### src/rtl/fil_pkg.sv
package fil_pkg;
  // Role taken by a slice during reset.
  typedef enum logic {
    ROLE_SLAVE  = 1'b0,
    ROLE_MASTER = 1'b1
  } role_e;
endpackage

### src/rtl/fil_role_latch.sv
module fil_role_latch
  import fil_pkg::*;
(
  input  logic  clk,
  input  logic  mrst_n,
  input  logic  ies_n,
  output role_e role
);
  // The role follows the chain enable while reset is held and freezes once it lifts.
  always_ff @(posedge clk) begin
    if (!mrst_n) role <= ies_n ? ROLE_SLAVE : ROLE_MASTER;
  end
endmodule

### src/rtl/fil_in_ctl.sv
module fil_in_ctl (
  input  logic clk,
  input  logic mrst_n,
  input  logic is_master,
  input  logic ies_n,
  input  logic tts_n,
  input  logic in_full,
  output logic pend,
  output logic irf,
  output logic init_stb
);
  logic go;

  // An armed request fires at once on a master, or when the upstream flag drops on a slave.
  assign go = pend & (is_master | ~ies_n);

  always_ff @(posedge clk) begin
    if (!mrst_n) begin
      pend     <= 1'b0;
      irf      <= 1'b1;
      init_stb <= 1'b0;
    end else begin
      init_stb <= go;
      // A new request that arrives while one fires keeps the slice armed.
      pend     <= ~tts_n | (pend & ~go);
      if (go)           irf <= 1'b0;
      else if (in_full) irf <= 1'b1;
    end
  end
endmodule

### src/rtl/fil_out_ctl.sv
module fil_out_ctl (
  input  logic clk,
  input  logic mrst_n,
  input  logic is_master,
  input  logic oes,
  input  logic tos,
  input  logic top,
  input  logic out_shifted,
  output logic pend,
  output logic ore,
  output logic load_stb
);
  logic go;

  assign go = pend & (is_master | oes);

  always_ff @(posedge clk) begin
    if (!mrst_n) begin
      pend     <= 1'b0;
      ore      <= 1'b0;
      load_stb <= 1'b0;
    end else begin
      load_stb <= go;
      pend     <= tos | top | (pend & ~go);
      // A reload beats an emptying shift-out in the same cycle.
      if (go)               ore <= 1'b1;
      else if (out_shifted) ore <= 1'b0;
    end
  end
endmodule

### src/rtl/fifo_interlock_slice.sv
module fifo_interlock_slice
  import fil_pkg::*;
(
  input  logic clk,
  input  logic mrst_n,
  input  logic ies_n,
  input  logic oes,
  input  logic tts_n,
  input  logic tos,
  input  logic top,
  input  logic in_full,
  input  logic out_shifted,
  output logic irf,
  output logic ore,
  output logic in_init,
  output logic out_load
);
  role_e role;
  logic  role_master;
  logic  in_pend;
  logic  out_pend;

  fil_role_latch u_role (
    .clk    (clk),
    .mrst_n (mrst_n),
    .ies_n  (ies_n),
    .role   (role)
  );

  assign role_master = (role == ROLE_MASTER);

  fil_in_ctl u_in (
    .clk       (clk),
    .mrst_n    (mrst_n),
    .is_master (role_master),
    .ies_n     (ies_n),
    .tts_n     (tts_n),
    .in_full   (in_full),
    .pend      (in_pend),
    .irf       (irf),
    .init_stb  (in_init)
  );

  fil_out_ctl u_out (
    .clk         (clk),
    .mrst_n      (mrst_n),
    .is_master   (role_master),
    .oes         (oes),
    .tos         (tos),
    .top         (top),
    .out_shifted (out_shifted),
    .pend        (out_pend),
    .ore         (ore),
    .load_stb    (out_load)
  );
endmodule

### config.mk
export PLATFORM = sky130hd
export DESIGN_NAME = fifo_interlock_slice
export DESIGN_NICKNAME = d
export VERILOG_FILES = /design/src/rtl/fil_pkg.sv /design/src/rtl/fil_role_latch.sv /design/src/rtl/fil_in_ctl.sv /design/src/rtl/fil_out_ctl.sv /design/src/rtl/fifo_interlock_slice.sv
export SDC_FILE = /design/constraint.sdc
export NUM_CORES = 1
export LEC_CHECK = 0
export ABC_AREA = 1
export BUFFER_PORTS_ARGS = -buffer_cell sky130_fd_sc_hd__buf_2
export CORE_AREA = 2 2 39 41
export DETAILED_ROUTE_END_ITERATION = 10
export DIE_AREA = 0 0 41 43
export GPL_ROUTABILITY_DRIVEN = 0
export GPL_TIMING_DRIVEN = 0
export PLACE_DENSITY = 0.45
export SYNTH_ARGS = -nofsm -noshare
export SYNTH_HDL_FRONTEND = slang
export SYNTH_SLANG_ARGS = --single-unit
### constraint.sdc
create_clock -name clk -period 1.6 [get_ports clk]
set_input_delay 0 -clock clk [delete_from_list [all_inputs] [get_ports clk]]
set_output_delay 0 -clock clk [all_outputs]
set_load 0.01 [all_outputs]
==> flow_metrics.tcl, run 1 <==
set metrics [dict create \
    diodes 0 \
    totalWireLength_um 450 \
    synth_top_family_by_area "simple AND/OR/NAND/NOR gates" \
    core_um2 1384 \
    clkTransAtPathRegs_ns 0.05 \
    critPathRequiredTime_ns 1.75 \
    slowest_stage "dlygate4sd3_1" \
    r2r_start "u_role.role" \
    path_cells "dlygate4sd3_1 > buf_2 > o21ai_0 > dlygate4sd3_1 > nand2_1" \
    firstDrtPassIters 4 \
    cp.arrival_ns 1.36 \
    synth_edf_count 1 \
    clock_skew_ns 0.004843 \
    grt_overflow 0 \
    grt_pass1_vias 167 \
    final_util 0.3020 \
    yosysWarnings 0 \
    ctsLongestPathBuffers 2 \
    syn_inst 31 \
    min_period_over_period 0.7605 \
    clock.fmax_mhz 821.8 \
    cts_tree "built" \
    worst_slew_pin_slew_ns 0.1816 \
    syn_to_final_growth_pct 51.13 \
    syn_area_um2 276.5 \
    leakage_nw 0.2261 \
    min_from "mrst_n" \
    synth_top_area_frac 0.4344 \
    async_reset_ff_frac 0 \
    fin_ws_ns 0.3831 \
    r2r_setup_slack_ns 0.83 \
    grt_max_degree 9 \
    max_stage_delay_ns 0.56 \
    fin_area_um2 417.9 \
    post_cts_resized 0 \
    antenna_found_initial 0 \
    fin_nets 60 \
    portBuffers 11 \
    synth_fa_ha_area_frac 0 \
    synth-main-ff-cell "dfxtp_1" \
    hold_path_class "input port to flip-flop" \
    cap_violations 0 \
    drc 0 \
    reg2reg_depth 3 \
    cts-buffers-inserted 3 \
    yosysTopAreaCell "dfxtp_1" \
    path_max_fanout 1 \
    crit_top_cell "dlygate4sd3_1" \
    fp.dieH_um 43 \
    drive_gt1_frac 0.4000 \
    rsz0062_at_grt "false" \
    critPathLaunchType "input port" \
    synthTopCellsByCount "dfxtp_1, inv_1, nand2_1" \
    synthSimpleGateAreaFrac 0.2670 \
    clk_latency_ns 0.25 \
    initial_core_util 0.1998 \
    final_max_slew_viol_count 0 \
    vias_per_cell 3.576 \
    maxSlewHeadroom 0.8785 \
    crit_path_end_kind "flip-flop" \
    cellPowerDensity_nw_per_um2 967.5 \
    drtIter0Drc 6 \
    crit_type "input port to flip-flop" \
    hold_depth 3 \
    grt_pass1_wl_um 621 \
    fin_crit_ns 1.217 \
    wl_per_cell_um 6.818 \
    syn_avg_cell_area_um2 8.920 \
    synth_compound_gate_area_share 0.05430 \
    timing.rr.end "u_out.pend" \
    placed_cell_area_um2 351.6 \
    via_count 236 \
    status "finished, final reports clean" \
    synthMuxAreaShare 0 \
    die_w_um 41 \
    setup_tns_ns 0 \
    finalHoldViolCount 0 \
    ir_worst_vdd_v 0.0005757 \
    cts.htree.levels 1 \
    ys_ff_latch 7 \
    dpl.hpwl_um 345.8 \
    synth_cell_type_count 13 \
    syn-num-nets 40 \
    rows 14 \
    cts.sinks 7 \
    ant_nets 0 \
    ios 13 \
    dpl_worst_slack_ns 0.8223 \
    yosys.area_share.xor_xnor 0 \
    cts_root_buf "clkbuf_4" \
    grt_usage 0.06653 \
    synth-seq-area-share 0.5430 \
    whs_endpoint "u_in.pend" \
    yosys-top-cells-area "dfxtp_1, edfxtp_1, inv_1" \
    setup_violations 0 \
    die_area_um2 1763 \
]
[worst max-delay path, delay by kind of cell]
family          cells  cell delay, ns
compound gates      1            0.12
buf+inv             3            1.20
simple gates        1            0.05
[kinds of logic (layout without fill, tap and decap cells)]
| family | after synthesis | after routing |
|---|---|---|
| AND/OR/NAND/NOR | 13 | 13 |
| AO/OA/AOI/OAI | 3 | 3 |
| buffers and inverters | 8 | 27 |
| flip-flops | 7 | 7 |
[routing by layer]
layer  share of wire  wire, um  track usage  vias up
met2            0.41       186      0.06563       14
met4           0.031        14       0.1000        0
met5               0         0            0        -
li1                -         -            -      129
met1            0.41       184      0.05863       91
met3            0.14        64      0.06283        2
[power by group]
group	leakage [nW]	switching [mW]	internal, mW
sequential	0.0595	0.00520	0.191
combinational	0.152	0.0234	0.0278
clock	0.0150	0.0617	0.0949
[worst max-delay path by stage]
stage	from	to	slack [ns]	cells past startpoint
final	tos	u_out.pend	0.38	5
after global routing	tos	u_out.pend	0.36	5
after CTS	tos	u_out.pend	0.39	5
after detailed placement	u_role.role	u_out.pend	0.82	3
after global placement	u_role.role	u_out.pend	0.82	3
after floorplan	u_role.role	u_out.pend	0.89	3
[flip-flops by register name, indices dropped and copies added, names as in the netlist]
register        count
u_in.init_stb       1
u_role.role         1
u_out.load_stb      1
u_out.pend          1
u_out.ore           1
u_in.irf            1
u_in.pend           1
[layout make-up]
type / count / area [um^2]
sequential: 7 / 150.1
multi-input combinational: 16 / 88.84
timing repair buffer: 15 / 95.09
clock buffer: 4 / 26.28
buffer: 1 / 11.26
tap: 16 / 20.02
fill: 166 / 965.9
inverter: 7 / 26.28
[stage by stage]
step                hold slack [ns]  cells  total power [mW]
floorplan                    0.1315     31            0.2260
detailed placement           0.2311     58            0.2445
CTS                        0.005655     66            0.4137
finish                      0.01195     66            0.4043
global placement             0.2241     58            0.2435
global route              0.0003815     66            0.4298
[layout by cell type (no fill, tap or decap)]
cell | netlist | layout
buf_2 | 0 | 11
buf_6 | 1 | 1
clkbuf_1 | 0 | 1
clkbuf_4 | 0 | 3
dfxtp_1 | 6 | 6
dlygate4sd3_1 | 0 | 4
edfxtp_1 | 1 | 1
inv_1 | 6 | 6
inv_2 | 1 | 1
nand2_1 | 4 | 4
nand2_2 | 2 | 2
nand2_4 | 2 | 2
nand3_1 | 1 | 1
nand3b_1 | 1 | 1
nor2_1 | 3 | 3
o21ai_0 | 1 | 1
o21ai_1 | 2 | 2
[what timing repair did]
action                    in CTS  in global routing
hold buffers                   4                  0
buffers inserted               0                  0
hold endpoints to repair       3                  0
Power figures use the tool's default switching activity.
==> inputs of run 2 (changes only) <==
Settings changed: ABC_AREA 1 to 0, PLACE_DENSITY 0.45 to 0.41.
Clock period 1.6 ns to 1.15 ns, I/O delays scaled along.
==> run 2 against run 1 <==
- design area decreased by 7.2%
- via count decreased by 3.0%
- sequential share of layout area increased by 2.8 points
- critical path depth decreased by 3
- global-route usage increased by 1.1 points
- largest cell class unchanged
- largest power group unchanged
==> flow_metrics.tcl, run 2 <==
set metrics [dict create \
    firstDrtPassIters 2 \
    cts-buffers-inserted 3 \
    synth.most_common_cell "dfxtp_1" \
    clock_skew_ns 0.0007382 \
    ys_ff_latch 7 \
    synth_top_area_frac 0.5189 \
    clock.fmax_mhz 1187 \
    synth-main-ff-cell "dfxtp_1" \
    clkTransAtPathRegs_ns 0.05 \
    setup_tns_ns 0 \
    maxSlewHeadroom 0.8734 \
    core_um2 1384 \
    grt_max_degree 6 \
    slowest_stage "edfxtp_1" \
    fillers 147 \
    crit_type "flip-flop to flip-flop" \
    dpl.hpwl_um 423.7 \
    syn_inst 21 \
    grt_usage 0.07778 \
    totalWireLength_um 566 \
    cap_violations 0 \
    fp.dieH_um 43 \
    clk_latency_ns 0.24 \
    syn_area_um2 231.5 \
    crit_path_end_kind "flip-flop" \
    ios 13 \
    hold_path_class "input port to flip-flop" \
    rsz0062_at_grt "false" \
    ant_nets 0 \
    vias_per_cell 3.948 \
    grt_pass1_wl_um 821 \
    yosysWarnings 0 \
    regArea_um2 150.1 \
    fin_nets 52 \
    multi_input_area_um2 73.82 \
    cts_tree "built" \
    finalHoldViolCount 0 \
    layout_common_cells "buf_2, dfxtp_1, dlygate4sd3_1" \
    min_period_over_period 0.7325 \
    wl_per_cell_um 9.759 \
    die_area_um2 1763 \
    diodes 0 \
    ctsLongestPathBuffers 2 \
    synthTopCellsByCount "dfxtp_1, nand2_1, nor2_1" \
    placed_cell_area_um2 311.5 \
    path_cells "nor2b_1 > o32a_1" \
    rows 14 \
    setup_violations 0 \
    synth_cell_type_count 12 \
    syn_avg_cell_area_um2 11.02 \
    max_stage_delay_ns 0.43 \
    critPathRequiredTime_ns 1.34 \
    critPathLaunchType "flip-flop" \
    layout_commonest_cell "buf_2" \
    cts.htree.levels 1 \
    drive_gt1_frac 0.4048 \
    hold_slack_ns 0.008024 \
    status "finished, final reports clean" \
    async_reset_ff_frac 0 \
    cts_root_buf "clkbuf_4" \
    drc 0 \
    synth_edf_count 1 \
    drtIter0Drc 2 \
    cellPowerDensity_nw_per_um2 1433 \
    fin_area_um2 387.9 \
    post_cts_resized 0 \
    final_max_slew_viol_count 0 \
    syn_to_final_growth_pct 67.57 \
    grt_pass1_vias 226 \
    grt_overflow 0 \
    post_cts_buffers 0 \
    leakage_nw 0.1768 \
    dpl_worst_slack_ns 0.3055 \
    yosys-top-cells-area "dfxtp_1, edfxtp_1, o32ai_2" \
    syn-num-nets 30 \
    via_count 229 \
    cp.arrival_ns 1.03 \
    synth-seq-area-share 0.6486 \
    cts.sinks 7 \
    yosysTopAreaCell "dfxtp_1" \
    worst_slew_pin_slew_ns 0.1899 \
    cts_hold_buf 5 \
    antenna_found_initial 0 \
    portBuffers 12 \
    path_max_fanout 4 \
    ir_worst_vdd_v 0.0006059 \
    fin_ws_ns 0.3076 \
    initial_core_util 0.1673 \
    die_w_um 41 \
    fin_crit_ns 0.8424 \
]
[run 2: cell count changes after synthesis, sizes merged]
cell | before | now
buf | 1 | 0
nand3 | 1 | 0
nor2b | 0 | 1
nand3b | 1 | 0
o31ai | 0 | 1
o21ai | 3 | 1
nand2 | 8 | 3
o22ai | 0 | 1
inv | 7 | 2
o32ai | 0 | 1
o32a | 0 | 1
[run 2: path summary, 6_finish.rpt]
path | to | start | cells past startpoint | slack, ns
min reg2reg | u_out.load_stb | u_out.pend | 2 | 0.48
min | u_in.irf | in_full | 2 | 0.008
max | u_in.irf | u_role.role | 2 | 0.31
max reg2reg | u_in.irf | u_role.role | 2 | 0.31
[run 2: area by class of cell]
class                      count  area share
multi-input combinational     12      0.1903
sequential                     7      0.3871
timing repair buffer          17      0.2839
clock buffer                   4     0.06774
inverter                       2     0.01935
tap                           16     0.05161
[run 2: metrics by stage]
| stage | power (mW) | util | std cells |
|---|---|---|---|
| floorplan | 0.3023 | - | 21 |
| global placement | 0.3276 | 0.2251 | 49 |
| detailed placement | 0.3328 | 0.2251 | 49 |
| CTS | 0.5710 | 0.2803 | 58 |
| global route | 0.5920 | 0.2803 | 58 |
| finish | 0.5559 | 0.2803 | 58 |
[run 2: layer usage]
metal  vias up  GRT usage  routed length [um]
li1        116          -                   -
met1        98    0.05902                 239
met2        15     0.1281                 261
met3         0    0.07853                  65
met4         0    0.02000                   0
met5         -          0                   0
[run 2: worst max-delay path, delay by kind of cell (launching register included)]
kind,cells,cell delay [ns]
simple gates,1,0.18
compound gates,1,0.17
flops,1,0.43
[run 2: cells by family (layout without fill, tap and decap cells)]
logic type	after synthesis	in the layout	synth area share
flip-flops	7	7	0.6487
AND/OR/NAND/NOR	7	7	0.1243
AO/OA/AOI/OAI	5	5	0.1946
buffers and inverters	2	23	0.03240
[run 2: where the power goes]
part           switching (mW)  internal, mW
combinational          0.0288        0.0369
sequential            0.00845         0.266
clock                  0.0836         0.132
==> inputs of run 3 (changes only) <==
Clock period 1.15 ns to 0.8 ns, I/O delays scaled along.
==> run 3 against run 2 <==
- the flow now finishes with violations (setup timing)
- combinational power grew 48%
- critical path type unchanged
- sequential cell count is the same
- via count grew 2.6%
- largest cell class unchanged
- clock power grew 44%
- worst hold slack is essentially flat
- global-route usage is the same
- critical endpoint unchanged
==> flow_metrics.tcl, run 3 (synthesis gave the netlist of run 2 again) <==
set metrics [dict create \
    whs_endpoint "u_in.irf" \
    totalWireLength_um 576 \
    combPwrFrac 0.121 \
    ctsLongestPathBuffers 2 \
    min_period_over_period 1.028 \
    post_cts_buffers 0 \
    worst_slew_pin_slew_ns 0.2016 \
    multi_input_area_um2 78.83 \
    critPathLaunchType "flip-flop" \
    finalHoldViolCount 0 \
    grt_usage 0.07778 \
    grt_pass1_vias 226 \
    grt_pass1_wl_um 821 \
    layout_common_cells "buf_2, dfxtp_1, dlygate4sd3_1, nand2_1, clkbuf_4" \
    hold_depth 2 \
    cts_root_buf "clkbuf_4" \
    cp.arrival_ns 1.01 \
    maxSlewHeadroom 0.8656 \
    p_total_mw 0.8048 \
    die_area_um2 1763 \
    cts.htree.levels 1 \
    cts_tree "built" \
    vias_per_cell 4.052 \
    rows 14 \
    die_w_um 41 \
    cellPowerDensity_nw_per_um2 2048 \
    crit_path_end_kind "flip-flop" \
    violations "setup timing" \
    dpl.hpwl_um 423.7 \
    regArea_um2 150.1 \
    firstDrtPassIters 4 \
    clk_latency_ns 0.24 \
    fin_ws_ns -0.02265 \
    setup_violations 3 \
    portBuffers 12 \
    crit_start "u_role.role" \
    clock.fmax_mhz 1216 \
    reg2reg_depth 2 \
    ios 13 \
    fin_crit_ns 0.8226 \
    fp.dieH_um 43 \
    hold_path_class "input port to flip-flop" \
    initial_core_util 0.1673 \
    final_max_slew_viol_count 0 \
    wl_per_cell_um 9.931 \
    cap_violations 0 \
    min_from "in_full" \
    drtIter0Drc 2 \
    core_um2 1384 \
    syn_to_final_growth_pct 69.73 \
    via_count 235 \
    power_frac_seq 0.493 \
    grt_overflow 0 \
    path_max_fanout 4 \
    grt_max_degree 6 \
    timing.rr.end "u_in.irf" \
    cts-buffers-inserted 3 \
    clock_skew_ns 0.001158 \
    fin_nets 52 \
    drc 0 \
    layout_commonest_cell "buf_2" \
    r2r_setup_slack_ns -0.02 \
    switching_power_mw 0.1773 \
    status "finished, violations left" \
    swShare 0.2203 \
    final_util 0.2839 \
    clkPwrFrac 0.387 \
    ir_worst_vdd_v 0.0008722 \
    p_int_mw 0.6275 \
    cts.sinks 7 \
    clkTransAtPathRegs_ns 0.05 \
    critPathRequiredTime_ns 0.99 \
    leakage_nw 0.1764 \
    drive_gt1_frac 0.4524 \
    fillers 146 \
    crit_type "flip-flop to flip-flop" \
    antenna_found_initial 0 \
    diodes 0 \
    r2r_start "u_role.role" \
    ant_nets 0 \
    rsz0062_at_grt "true" \
]
## run 3: cell counts in the layout (fill, tap and decap cells not counted)
Identical to the previous run, type by type.
## run 3: cell type report
cell class                 count  area share
tap                           16     0.05096
timing repair buffer          17      0.2803
multi-input combinational     12      0.2006
clock buffer                   4     0.06688
inverter                       2     0.01911
sequential                     7      0.3822
## run 3: power by group through the flow
stage,Clock [mW],Combinational [mW],Sequential (mW)
after floorplan,0,0.0288,0.406
after global placement,0,0.0717,0.399
after detailed placement,0,0.0769,0.402
after CTS,0.330,0.0962,0.395
after global routing,0.347,0.109,0.398
final,0.311,0.0972,0.397
## run 3: timing repair
item                                    4_1_cts  5_1_grt
gates resized for setup                       0        2
endpoints found under the setup margin        4        6
pin swaps                                     1        5
hold buffers                                  5        0
hold endpoints to repair                      3        0
## run 3: worst max-delay path by stage
stage | endpoint | slack (ns) | cells after the start
floorplan | u_in.irf | 0.03 | 1
global placement | u_in.irf | 0.007 | 2
detailed placement | u_in.irf | -0.04 | 2
CTS | u_out.ore | -0.04 | 2
global route | u_out.ore | -0.07 | 2
finish | u_in.irf | -0.02 | 2
## run 3: worst max-delay path: stages (launching register included)
cell	delay, ns
edfxtp_1	0.46
nor2b_2	0.16
o32a_1	0.14
## run 3: layer usage
metal / up-vias / wire length (um) / track usage
met5: - / 0 / 0
met4: 0 / 0 / 0.02000
met3: 0 / 69 / 0.07853
met2: 17 / 263 / 0.1281
met1: 101 / 243 / 0.05902
li1: 117 / - / -
## run 3: metrics by stage
| stage | worst slack, ns | TNS, ns | hold WS, ns | instance area [um^2] | std cells |
|---|---|---|---|---|---|
| 2_1_floorplan | 0.03182 | 0 | 0.09432 | 231.5 | 21 |
| 3_3_place_gp | 0.007312 | 0 | 0.1818 | 311.5 | 49 |
| 3_5_place_dp | -0.04451 | -0.08154 | 0.1932 | 311.5 | 49 |
| 4_1_cts | -0.04196 | -0.09042 | 0.003967 | 387.9 | 58 |
| 5_1_grt | -0.06957 | -0.2558 | 0.003513 | 392.9 | 58 |
| 6_report | -0.02265 | -0.02561 | 0.007928 | 392.9 | 58 |
